$ cat src/rtl/adc_seq_pkg.sv
package adc_seq_pkg;

  typedef enum logic [2:0] {
    M_CONT   = 3'b000,
    M_SINGLE = 3'b001,
    M_IDLE   = 3'b010,
    M_PDOWN  = 3'b011,
    M_ZC_INT = 3'b100,
    M_RSVD   = 3'b101,
    M_ZC_SYS = 3'b110,
    M_FS_SYS = 3'b111
  } mode_e;

  typedef enum logic [2:0] {
    ST_CONV,
    ST_OSC,
    ST_SGL,
    ST_CAL,
    ST_IDLE,
    ST_PDN
  } seq_state_e;

  // Longest update period in milliseconds.
  localparam int unsigned MAX_MS = 240;

  // Update period in milliseconds; zero marks an unusable rate code.
  function automatic int unsigned period_ms(input logic [3:0] code);
    int unsigned ms;
    case (code)
      4'h3:    ms = 8;
      4'h4:    ms = 16;
      4'h5:    ms = 20;
      4'h7:    ms = 30;
      4'h9:    ms = 60;
      4'hA:    ms = 60;
      4'hB:    ms = 80;
      4'hC:    ms = 100;
      4'hD:    ms = 120;
      4'hE:    ms = 160;
      4'hF:    ms = 240;
      default: ms = 0;
    endcase
    return ms;
  endfunction

endpackage

$ cat src/rtl/adc_seq_cfg.sv
module adc_seq_cfg
  import adc_seq_pkg::*;
#(
  parameter logic [3:0] RST_RATE = 4'hA
) (
  input  logic       clk,
  input  logic       rst_n,
  input  logic       wr_en,
  input  logic [2:0] wr_mode,
  input  logic [3:0] wr_rate,
  input  logic       auto_set,
  input  logic [2:0] auto_mode,
  output logic       accept,
  output logic [2:0] mode_q,
  output logic [3:0] rate_q,
  output logic       err_q
);

  logic       wr_ok;
  logic       cfg_en;
  logic [2:0] mode_d;
  logic [3:0] rate_d;
  logic       err_d;

  always_comb begin
    wr_ok  = (wr_mode != M_RSVD) && (period_ms(wr_rate) != 0);
    accept = wr_en && wr_ok;
    cfg_en = wr_en || auto_set;
    mode_d = mode_q;
    rate_d = rate_q;
    err_d  = err_q;
    if (accept) begin
      mode_d = wr_mode;
      rate_d = wr_rate;
      err_d  = 1'b0;
    end else begin
      if (wr_en)    err_d  = 1'b1;
      if (auto_set) mode_d = auto_mode;
    end
  end

  always_ff @(posedge clk or negedge rst_n) begin
    if (!rst_n) begin
      mode_q <= M_CONT;
      rate_q <= RST_RATE;
      err_q  <= 1'b0;
    end else if (cfg_en) begin
      mode_q <= mode_d;
      rate_q <= rate_d;
      err_q  <= err_d;
    end
  end

endmodule

$ cat src/rtl/adc_seq_timer.sv
module adc_seq_timer #(
  parameter int CW = 8
) (
  input  logic          clk,
  input  logic          rst_n,
  input  logic          clr,
  input  logic          run,
  input  logic [CW-1:0] lim,
  output logic          done
);

  logic [CW-1:0] cnt_q;
  logic [CW-1:0] cnt_d;
  logic          cnt_en;

  always_comb begin
    done   = run && (cnt_q == lim - CW'(1));
    cnt_en = clr || run;
    if (clr || done) cnt_d = '0;
    else             cnt_d = cnt_q + CW'(1);
  end

  always_ff @(posedge clk or negedge rst_n) begin
    if (!rst_n)      cnt_q <= '0;
    else if (cnt_en) cnt_q <= cnt_d;
  end

endmodule

$ cat src/rtl/adc_seq_ctrl.sv
module adc_seq_ctrl
  import adc_seq_pkg::*;
(
  input  logic       clk,
  input  logic       rst_n,
  input  logic       accept,
  input  logic [2:0] wr_mode,
  input  logic [2:0] mode_q,
  input  logic       done,
  output logic       tmr_clr,
  output logic       tmr_run,
  output logic       osc_sel,
  output logic       commit_data,
  output logic       commit_off,
  output logic       commit_fs,
  output logic       auto_set,
  output logic [2:0] auto_mode,
  output logic       filt_run,
  output logic       pwr_dn
);

  seq_state_e st_q, st_d;
  logic       half_q, half_d;
  logic       st_en;

  always_comb begin
    st_d        = st_q;
    half_d      = half_q;
    tmr_clr     = accept;
    commit_data = 1'b0;
    commit_off  = 1'b0;
    commit_fs   = 1'b0;
    auto_set    = 1'b0;
    auto_mode   = M_IDLE;
    if (accept) begin
      half_d = 1'b0;
      case (wr_mode)
        M_CONT:   st_d = ST_CONV;
        M_SINGLE: st_d = ST_OSC;
        M_IDLE:   st_d = ST_IDLE;
        M_PDOWN:  st_d = ST_PDN;
        default:  st_d = ST_CAL;
      endcase
    end else if (done) begin
      case (st_q)
        ST_CONV: begin
          if (half_q) commit_data = 1'b1;
          else        half_d      = 1'b1;
        end
        ST_OSC: st_d = ST_SGL;
        ST_SGL: begin
          if (half_q) begin
            commit_data = 1'b1;
            auto_set    = 1'b1;
            auto_mode   = M_PDOWN;
            st_d        = ST_PDN;
            half_d      = 1'b0;
          end else begin
            half_d = 1'b1;
          end
        end
        ST_CAL: begin
          if (half_q) begin
            commit_fs  = (mode_q == M_FS_SYS);
            commit_off = (mode_q != M_FS_SYS);
            auto_set   = 1'b1;
            auto_mode  = M_IDLE;
            st_d       = ST_IDLE;
            half_d     = 1'b0;
          end else begin
            half_d = 1'b1;
          end
        end
        default: st_d = st_q;
      endcase
    end
    st_en = accept || done;
  end

  always_comb begin
    tmr_run  = (st_q == ST_CONV) || (st_q == ST_OSC) ||
               (st_q == ST_SGL)  || (st_q == ST_CAL);
    osc_sel  = (st_q == ST_OSC);
    filt_run = (st_q == ST_CONV) || (st_q == ST_SGL) || (st_q == ST_CAL);
    pwr_dn   = (st_q == ST_PDN);
  end

  always_ff @(posedge clk or negedge rst_n) begin
    if (!rst_n) begin
      st_q   <= ST_CONV;
      half_q <= 1'b0;
    end else if (st_en) begin
      st_q   <= st_d;
      half_q <= half_d;
    end
  end

endmodule

$ cat src/rtl/adc_seq_store.sv
module adc_seq_store #(
  parameter int DW = 16
) (
  input  logic          clk,
  input  logic          rst_n,
  input  logic          cap,
  input  logic [DW-1:0] din,
  input  logic          commit_data,
  input  logic          commit_off,
  input  logic          commit_fs,
  input  logic          commit_any,
  input  logic          accept,
  input  logic          rd,
  output logic [DW-1:0] data_q,
  output logic [DW-1:0] off_q,
  output logic [DW-1:0] fs_q,
  output logic          ready_n
);

  logic [DW-1:0] smp_q;
  logic          rdy_d;
  logic          rdy_en;

  always_comb begin
    rdy_en = commit_any || accept || rd;
    rdy_d  = !commit_any;
  end

  always_ff @(posedge clk or negedge rst_n) begin
    if (!rst_n)   smp_q <= '0;
    else if (cap) smp_q <= din;
  end

  always_ff @(posedge clk or negedge rst_n) begin
    if (!rst_n)           data_q <= '0;
    else if (commit_data) data_q <= smp_q;
  end

  always_ff @(posedge clk or negedge rst_n) begin
    if (!rst_n)          off_q <= '0;
    else if (commit_off) off_q <= smp_q;
  end

  always_ff @(posedge clk or negedge rst_n) begin
    if (!rst_n)         fs_q <= '0;
    else if (commit_fs) fs_q <= smp_q;
  end

  always_ff @(posedge clk or negedge rst_n) begin
    if (!rst_n)      ready_n <= 1'b1;
    else if (rdy_en) ready_n <= rdy_d;
  end

endmodule

$ cat src/rtl/adc_mode_seq.sv
module adc_mode_seq
  import adc_seq_pkg::*;
#(
  parameter int          DW       = 16,
  parameter int unsigned CLK_KHZ  = 1000,
  parameter logic [3:0]  RST_RATE = 4'hA
) (
  input  logic          clk,
  input  logic          rst_n,
  input  logic          cfg_we,
  input  logic [2:0]    cfg_mode,
  input  logic [3:0]    cfg_rate,
  input  logic          rd_strobe,
  input  logic          res_valid,
  input  logic [DW-1:0] res_data,
  output logic          ready_n,
  output logic [DW-1:0] data_out,
  output logic [DW-1:0] offset_coef,
  output logic [DW-1:0] fullscale_coef,
  output logic [2:0]    cur_mode,
  output logic [3:0]    cur_rate,
  output logic          cfg_err,
  output logic          filt_run,
  output logic          pwr_dn
);

  localparam int unsigned MAX_TICKS = MAX_MS * CLK_KHZ;
  localparam int          CW        = $clog2(MAX_TICKS + 1);

  logic          accept;
  logic          auto_set;
  logic [2:0]    auto_mode;
  logic          tmr_clr, tmr_run, osc_sel, done;
  logic          commit_data, commit_off, commit_fs, commit_any;
  logic          cap;
  logic [CW-1:0] lim;

  adc_seq_cfg #(.RST_RATE(RST_RATE)) u_cfg (
    .clk       (clk),
    .rst_n     (rst_n),
    .wr_en     (cfg_we),
    .wr_mode   (cfg_mode),
    .wr_rate   (cfg_rate),
    .auto_set  (auto_set),
    .auto_mode (auto_mode),
    .accept    (accept),
    .mode_q    (cur_mode),
    .rate_q    (cur_rate),
    .err_q     (cfg_err)
  );

  always_comb begin
    if (osc_sel) lim = CW'(CLK_KHZ);
    else         lim = CW'(period_ms(cur_rate) * CLK_KHZ);
  end

  adc_seq_timer #(.CW(CW)) u_timer (
    .clk   (clk),
    .rst_n (rst_n),
    .clr   (tmr_clr),
    .run   (tmr_run),
    .lim   (lim),
    .done  (done)
  );

  adc_seq_ctrl u_ctrl (
    .clk         (clk),
    .rst_n       (rst_n),
    .accept      (accept),
    .wr_mode     (cfg_mode),
    .mode_q      (cur_mode),
    .done        (done),
    .tmr_clr     (tmr_clr),
    .tmr_run     (tmr_run),
    .osc_sel     (osc_sel),
    .commit_data (commit_data),
    .commit_off  (commit_off),
    .commit_fs   (commit_fs),
    .auto_set    (auto_set),
    .auto_mode   (auto_mode),
    .filt_run    (filt_run),
    .pwr_dn      (pwr_dn)
  );

  always_comb begin
    commit_any = commit_data || commit_off || commit_fs;
    cap        = res_valid && filt_run;
  end

  adc_seq_store #(.DW(DW)) u_store (
    .clk         (clk),
    .rst_n       (rst_n),
    .cap         (cap),
    .din         (res_data),
    .commit_data (commit_data),
    .commit_off  (commit_off),
    .commit_fs   (commit_fs),
    .commit_any  (commit_any),
    .accept      (accept),
    .rd          (rd_strobe),
    .data_q      (data_out),
    .off_q       (offset_coef),
    .fs_q        (fullscale_coef),
    .ready_n     (ready_n)
  );

endmodule

$ cat config.mk
export PLATFORM = sky130hd
export DESIGN_NAME = adc_mode_seq
export DESIGN_NICKNAME = d
export VERILOG_FILES = /design/src/rtl/adc_seq_pkg.sv /design/src/rtl/adc_seq_cfg.sv /design/src/rtl/adc_seq_timer.sv /design/src/rtl/adc_seq_ctrl.sv /design/src/rtl/adc_seq_store.sv /design/src/rtl/adc_mode_seq.sv
export SDC_FILE = /design/constraint.sdc
export NUM_CORES = 1
export LEC_CHECK = 0
export ABC_AREA = 1
export ABC_CLOCK_PERIOD_IN_PS = 7630
export BUFFER_PORTS_ARGS = -buffer_cell sky130_fd_sc_hd__buf_2
export CORE_UTILIZATION = 40
export CTS_BUF_LIST = sky130_fd_sc_hd__clkbuf_4 sky130_fd_sc_hd__clkbuf_8 sky130_fd_sc_hd__clkbuf_16
export DETAILED_ROUTE_END_ITERATION = 16
export GPL_ROUTABILITY_DRIVEN = 0
export GPL_TIMING_DRIVEN = 1
export SLEW_MARGIN = 20
export SYNTH_ARGS = -nofsm -noshare
export SYNTH_HDL_FRONTEND = slang
export SYNTH_SLANG_ARGS = --single-unit
$ cat constraint.sdc
create_clock -name clk -period 7.63 [get_ports clk]
set_clock_uncertainty 0.2 [all_clocks]
set_input_delay 0.3815 -clock clk [delete_from_list [all_inputs] [get_ports clk]]
set_output_delay 0.3815 -clock clk [all_outputs]
set_load 0.05 [all_outputs]
* Word-level counts from Yosys, hierarchy flattened
Memories as Yosys holds them, arrays and structs flattened.
Index checks and enable logic that the tools add are counted.
** Storage, ports and cells
- Bits in registers :: 95
- Output and inout port bits :: 59
- Input port bits :: 28
- Word-level logic and storage cells :: 96
- Memories :: 2
- Memory bits (read-only) :: 224
- RAM bits :: 0
- Bits in latches :: 0
** Operators by class
- Reduce and logical (&&, ||, !) cells :: 32
- Add/subtract/negate cells :: 2
- Muxes and demuxes :: 35
- Magnitude comparators :: 0
- Shift-type cells :: 0
- Multipliers :: 1
- Bitwise logic cells :: 0
- Equal/unequal tests :: 13
- Divide/modulo/power cells :: 0
** Memory list
- (no name shown) :: depth 16, width 7, read ports 1, clocked after Yosys merged registers in 0, wr ports 0, RTL line adc_seq_pkg.sv:29 : case (code)
- (no name shown) :: depth 16, width 7, read ports 1, clocked after Yosys merged registers in 0, wr ports 0, RTL line adc_seq_pkg.sv:29
** Operators with widths (number)
- 18-bit two-way mux :: 2
- 32-bit by 7-bit multiplier with 15-bit output (second input constant) :: 1
- 32-bit two-way mux :: 1
- 32-bit nonzero test :: 1
- 3-bit two-way mux :: 8
- 1-bit two-way mux :: 21
- 18-bit by 1-bit adder with 18-bit output (second input constant) :: 1
- 18-bit equality test :: 1
- 18-bit by 1-bit subtractor with 18-bit output (second input constant) :: 1
- 3-bit by 2-bit equality test with 1-bit output (second input constant) :: 4
- 1-bit logical OR :: 12
- 3-bit case mux with 4 select lines :: 1
- 3-bit case mux with 3 select lines :: 1
- 3-bit by 1-bit equality test with 1-bit output (second input constant) :: 2
- 3-bit equality test (second input constant) :: 2
- 3-bit logical NOT :: 2
- 3-bit by 1-bit != test with 1-bit output (second input constant) :: 2
- 3-bit != test (second input constant) :: 2
- 2-bit AND reduction :: 3
- 2-bit nonzero test :: 3
- 5-bit AND reduction :: 1
- 1-bit logical AND :: 4
- 4-bit nonzero test :: 1
- 2-bit OR reduction :: 2
- 4 further kinds :: 4

* Logic depth before layout (Yosys ltp)
- Word-level depth :: 13
- Mapped depth :: 37
- Depth with buffers taken out :: 36

* By module
Synthesis repeated with hierarchy kept, for this count alone.
** Unflattened totals
- Cells, all modules :: 860
- Area, all modules :: 6650.1 sq um
** Modules (own cells, without submodules)
- adc_seq_store :: sequential area each 1627.8 sq um, instances 1, area an instance 2358.5 sq um, cells an instance 224
- adc_seq_timer :: sequential area each 450.4 sq um, instances 1, area an instance 1806.7 sq um, cells an instance 280
- adc_mode_seq :: sequential area each 0.0 sq um, instances 1, area an instance 1617.8 sq um, cells an instance 230
- adc_seq_cfg :: sequential area each 202.7 sq um, instances 1, area an instance 488.0 sq um, cells an instance 64
- adc_seq_ctrl :: sequential area each 100.1 sq um, instances 1, area an instance 379.1 sq um, cells an instance 62

* Worst setup path after synthesis
No wires, ideal clock.
- Path kind :: reg2reg
- Start point :: reg u_cfg.rate_q[0]
- End point :: reg u_store.fs_q[15]
- Arrival :: 5.638 ns
- Slack :: 1.670 ns
- Library setup time :: 0.122 ns
- Cell stages (with the launch flop) :: 30
- Cell sequence :: dfrtp_1 > inv_1 > ha_1 > nand2_2 > nand2_4 > a21oi_1 > nand2_1 > nand2_1 > ha_1 > inv_1 > fa_1 > fa_1 > inv_1 > fa_1 > ha_1 > a21oi_1 > nand2_1 > nand2_1 > nand3b_1 > nand3_1 > nand2_1 > nor2_1 > nand3_1 > nand2_1 > nand2_1 > nor2_8 > nand4_4 > buf_2 > nor2_1 > a21oi_1
** On the way
- Cells in the longest elaborated chain, start to end :: 9
** RTL lines
- start, declared :: RTL line adc_seq_cfg.sv:15 : output logic [3:0] rate_q,
- start signal, assigned :: RTL line adc_seq_cfg.sv:49 : rate_q <= rate_d;
- memory read 16 x 7 bit
- 32-bit two-way mux :: RTL line adc_mode_seq.sv:53 : if (osc_sel) lim = CW'(CLK_KHZ);
- 32-bit by 7-bit multiplier with 15-bit output :: RTL line adc_mode_seq.sv:54 : else lim = CW'(period_ms(cur_rate) * CLK_KHZ);
- 18-bit two-way mux :: RTL line adc_mode_seq.sv:53
- 18-bit by 1-bit subtractor with 18-bit output :: RTL line adc_seq_timer.sv:17 : done = run && (cnt_q == lim - CW'(1));
- 18-bit equality test :: RTL line adc_seq_timer.sv:17
- 1-bit logical AND :: RTL line adc_seq_timer.sv:17
- 1-bit two-way mux :: RTL line adc_seq_ctrl.sv:44 : end else if (done) begin
- 1-bit two-way mux :: RTL line adc_seq_ctrl.sv:35 : if (accept) begin
- end signal, assigned :: RTL line adc_seq_store.sv:46 : else if (commit_fs) fs_q <= smp_q;
- end, declared :: RTL line adc_seq_store.sv:16 : output logic [DW-1:0] fs_q,
No other way between the ends. The select of a mux whose other input is x is not followed.
A chain may end at the register's enable or synchronous reset.

* Final worst setup path
- Start point :: reg u_cfg.rate_q[1]
- End point :: reg u_store.data_q[2]
** On the way
- Cells in the longest elaborated chain, start to end :: 9
** RTL lines
- memory read 16 x 7 bit
- 32-bit two-way mux :: RTL line adc_mode_seq.sv:53
- 32-bit by 7-bit multiplier with 15-bit output :: RTL line adc_mode_seq.sv:54
- 18-bit two-way mux :: RTL line adc_mode_seq.sv:53
- 18-bit by 1-bit subtractor with 18-bit output :: RTL line adc_seq_timer.sv:17
- 18-bit equality test :: RTL line adc_seq_timer.sv:17
- 1-bit logical AND :: RTL line adc_seq_timer.sv:17
- 1-bit two-way mux :: RTL line adc_seq_ctrl.sv:44
- 1-bit two-way mux :: RTL line adc_seq_ctrl.sv:35
- end signal, assigned :: RTL line adc_seq_store.sv:36 : else if (commit_data) data_q <= smp_q;
- end, declared :: RTL line adc_seq_store.sv:14 : output logic [DW-1:0] data_q,
No other way between the ends. The select of a mux whose other input is x is not followed.

==> flow_summary_export.csv <==
group,metric,value,unit
logic_synthesis,ys_ff_latch,95,
critical_path,critPathLaunchType,"flop",
logic_synthesis,synthesis.nets,905,
critical_path,reg2regPathDepth,26,
critical_path,worstPathArrival,6760,ps
route,wl_per_cell,12.72,um
power_and_ir_drop,ir_worst_vdd,0.2040,mV
sta,fin_setup_tns,0,ps
critical_path,cp-startpoint,"u_cfg.rate_q[1]",
clock_tree,cts_tree,"yes",
power_and_ir_drop,cellLeakagePower,3.961,nW
worst_hold_path,min_from,"res_data[13]",
finish,nFillCells,1624,
critical_path,slowest_delay,650,ps
floorplanning,coreArea,0.01606,sq mm
clock_tree,clockRootBuffer,"clkbuf_16",
sta,maxSlewHeadroom,46.91,%
clock_tree,cts_buffers,9,
clock_tree,path_clk_slew,70,ps
logic_synthesis,yosysUniqueCellTypes,44,
grt,grt_pass1_vias,5179,
logic_synthesis,ys_top_cells_by_area,"dfrtp_1 (35%), nand2_1 (8.8%), inv_1 (8.4%), ha_1 (7.7%), nor2_1 (5.0%)",
floorplanning,die_width,131.1,um
placed_design,dp_slack,918.0,ps
grt,overflow,0,
floorplanning,rows,46,
critical_path,worstPathRequired,7630,ps
sta,finalCriticalPeriod,6763,ps
critical_path,crit_path_frequent_cell,"nand2_1",
placed_design,place_hpwl,11010,um
clock_tree,cts_buffer_depth,2,
logic_synthesis,synth_common_cells,"nand2_1 (157), inv_1 (149), dfrtp_1 (92)",
finish,nets,987,
floorplanning,start_util,41.54,%
critical_path,cp_slowest_cell,"nand4_4",
route,vias,5237,
logic_synthesis,ys.flop_type,"dfrtp_1",
sta,rsz0062_at_grt,"no",
grt,grt_pass1_wl,24880,um
logic_synthesis,synth_top_area_cell,"dfrtp_1",
route,remaining_drc_errors,0,
route,route.antenna.remaining_nets,0,
floorplanning,die_h,131.1,um
logic_synthesis,synthArstFlopShare,100.0,%
sta,finalWorstSetupSlack,866.5,ps
route,via_per_inst,4.659,
power_and_ir_drop,powerDensity,369.8,mW/mm^2
route,routed_wl,14300,um
logic_synthesis,syn_inst,821,
flow_run,cap_violations,0,
placed_design,portBuffers,86,
worst_hold_path,min_to,"u_store.smp_q[13]",
logic_synthesis,syn_area_per_cell,8.124,sq um
worst_hold_path,min_path_type,"in -> reg",
clock_tree,cts-htree-levels,3,
finish,drive_gt1_share,22.36,%
critical_path,r2r-end,"u_store.data_q[2]",
clock_tree,post_cts_buffers,0,
logic_synthesis,netlist_area,0.006670,sq mm
sta,worst_pin_slew,794.5,ps
sta,final_hold_viol_count,0,
critical_path,cp_max_fo,34,
route,drtIter0Drc,225,
worst_hold_path,worstHoldPathCells,2,
clock_tree,clock-sinks,95,
finish,syn_to_final_growth,13.19,%
status,status,"completed",
critical_path,end_kind,"flop",
sta,period_share,88.64,%
logic_synthesis,synth-seq-area-share,35.70,%
sta,finalSetupViolations,0,
logic_synthesis,yosys_warnings,0,
finish,fin_area,0.007550,sq mm
placed_design,dpl_cell_area,0.007231,sq mm
logic_synthesis,synth.most_common_cell,"nand2_1",
sta,slew_viol_final,0,
clock_tree,clkLatencyLatePin,340,ps
logic_synthesis,synth_top_area_share,34.52,%
route,firstDrtPassIters,4,
grt,grt_max_degree,50,
critical_path,timing.rr.start,"u_cfg.rate_q[1]",
clock_tree,cts_hold_buf,1,
floorplanning,io_pins,87,
floorplanning,die_area,0.01720,sq mm
grt,antenna_found_initial,0,
finish,antenna_cells,0,
sta,fmax,0.1479,GHz
logic_synthesis,synth_edf_count,0,
critical_path,crit_type,"reg -> reg",
critical_path,r2r_setup_slack,870,ps
clock_tree,cts_resized,0,
grt,grt_util_all_layers,17.69,%
## through the flow
stage	instances	power [mW]	utilization, %	hold slack, ps
2_1_floorplan	821	2.020	-	-114.1
3_3_place_gp	1107	2.346	45.03	233.5
3_5_place_dp	1107	2.343	45.03	235.1
4_1_cts	1124	2.827	47.02	57.74
5_1_grt	1124	3.108	47.02	55.07
6_report	1124	2.792	47.02	67.16
## worst max-delay path, delay by kind of cell (launching register included)
kind | cells | cell delay [ps]
buf+inv | 3 | 240
simple gates | 13 | 2250
xor+xnor | 1 | 440
flops | 1 | 580
fa+ha+maj | 6 | 2390
compound gates | 3 | 520
## per-layer routing
metal | global-route usage, % | wire (um) | share of wire (%) | vias to the layer above
li1 | - | - | - | 2742
met1 | 24.58 | 7167 | 50 | 2411
met2 | 29.02 | 6465 | 45 | 76
met3 | 2.701 | 566 | 4.0 | 8
met4 | 3.725 | 100 | 0.70 | 0
met5 | 0 | 0 | 0 | -
## flip-flops by register name, summed over array words and instances (netlist names)
signal,flops
u_cfg.rate_q,4
u_store.fs_q,16
u_cfg.mode_q,3
u_ctrl.st_q,3
u_cfg.err_q,1
u_store.smp_q,16
u_ctrl.half_q,1
u_timer.cnt_q,18
u_store.data_q,16
u_store.ready_n,1
u_store.off_q,16
## report_power, final
part / internal (mW) / total [mW] / switching, mW
logic: 0.568 / 1.66 / 1.10
clock network: 0.264 / 0.468 / 0.204
registers: 0.575 / 0.660 / 0.0852
## worst max path at each step
stage / to / slack (ps) / cells past startpoint
finish: u_store.data_q[2] / 870 / 26
global route: u_store.data_q[2] / 380 / 26
CTS: u_store.data_q[2] / 810 / 26
detailed placement: u_store.data_q[2] / 920 / 26
global placement: u_store.data_q[3] / 1100 / 26
floorplan: u_store.fs_q[15] / 1670 / 29
## cell usage in the layout (no fill, tap or decap), drive strengths merged, types with 10 or more instances in the layout
cell type,instances
a21oi,61
buf,88
clkbuf,10
dfrtp,92
fa,15
ha,41
inv,158
mux2,16
nand2,169
nand3,56
nand4,18
nor2,109
nor3,12
o21ai,19
xor2,16
## logic make-up (layout without fill, tap and decap cells)
family | count (synthesis) | after routing | share of synthesized area [%]
AO/OA/AOI/OAI | 86 | 86 | 8.179
XOR/XNOR | 19 | 19 | 2.607
adder cells (fa/ha/maj) | 56 | 56 | 12.19
buffers and inverters | 174 | 261 | 11.14
flip-flops | 95 | 95 | 35.70
multiplexers | 16 | 16 | 2.701
AND/OR/NAND/NOR | 375 | 375 | 27.48
## layout make-up
class	count	area, sq um	share of cell area (%)
Tap cell	216	270.3	3.580
Clock buffer	10	232.7	3.083
Sequential cell	95	2381	31.54
Inverter	156	585.6	7.756
Timing Repair Buffer	89	457.9	6.066
Multi-Input combinational cell	552	3546	46.97
Clock inverter	6	76.32	1.011
Note: power is estimated with default switching activity, not from simulation.
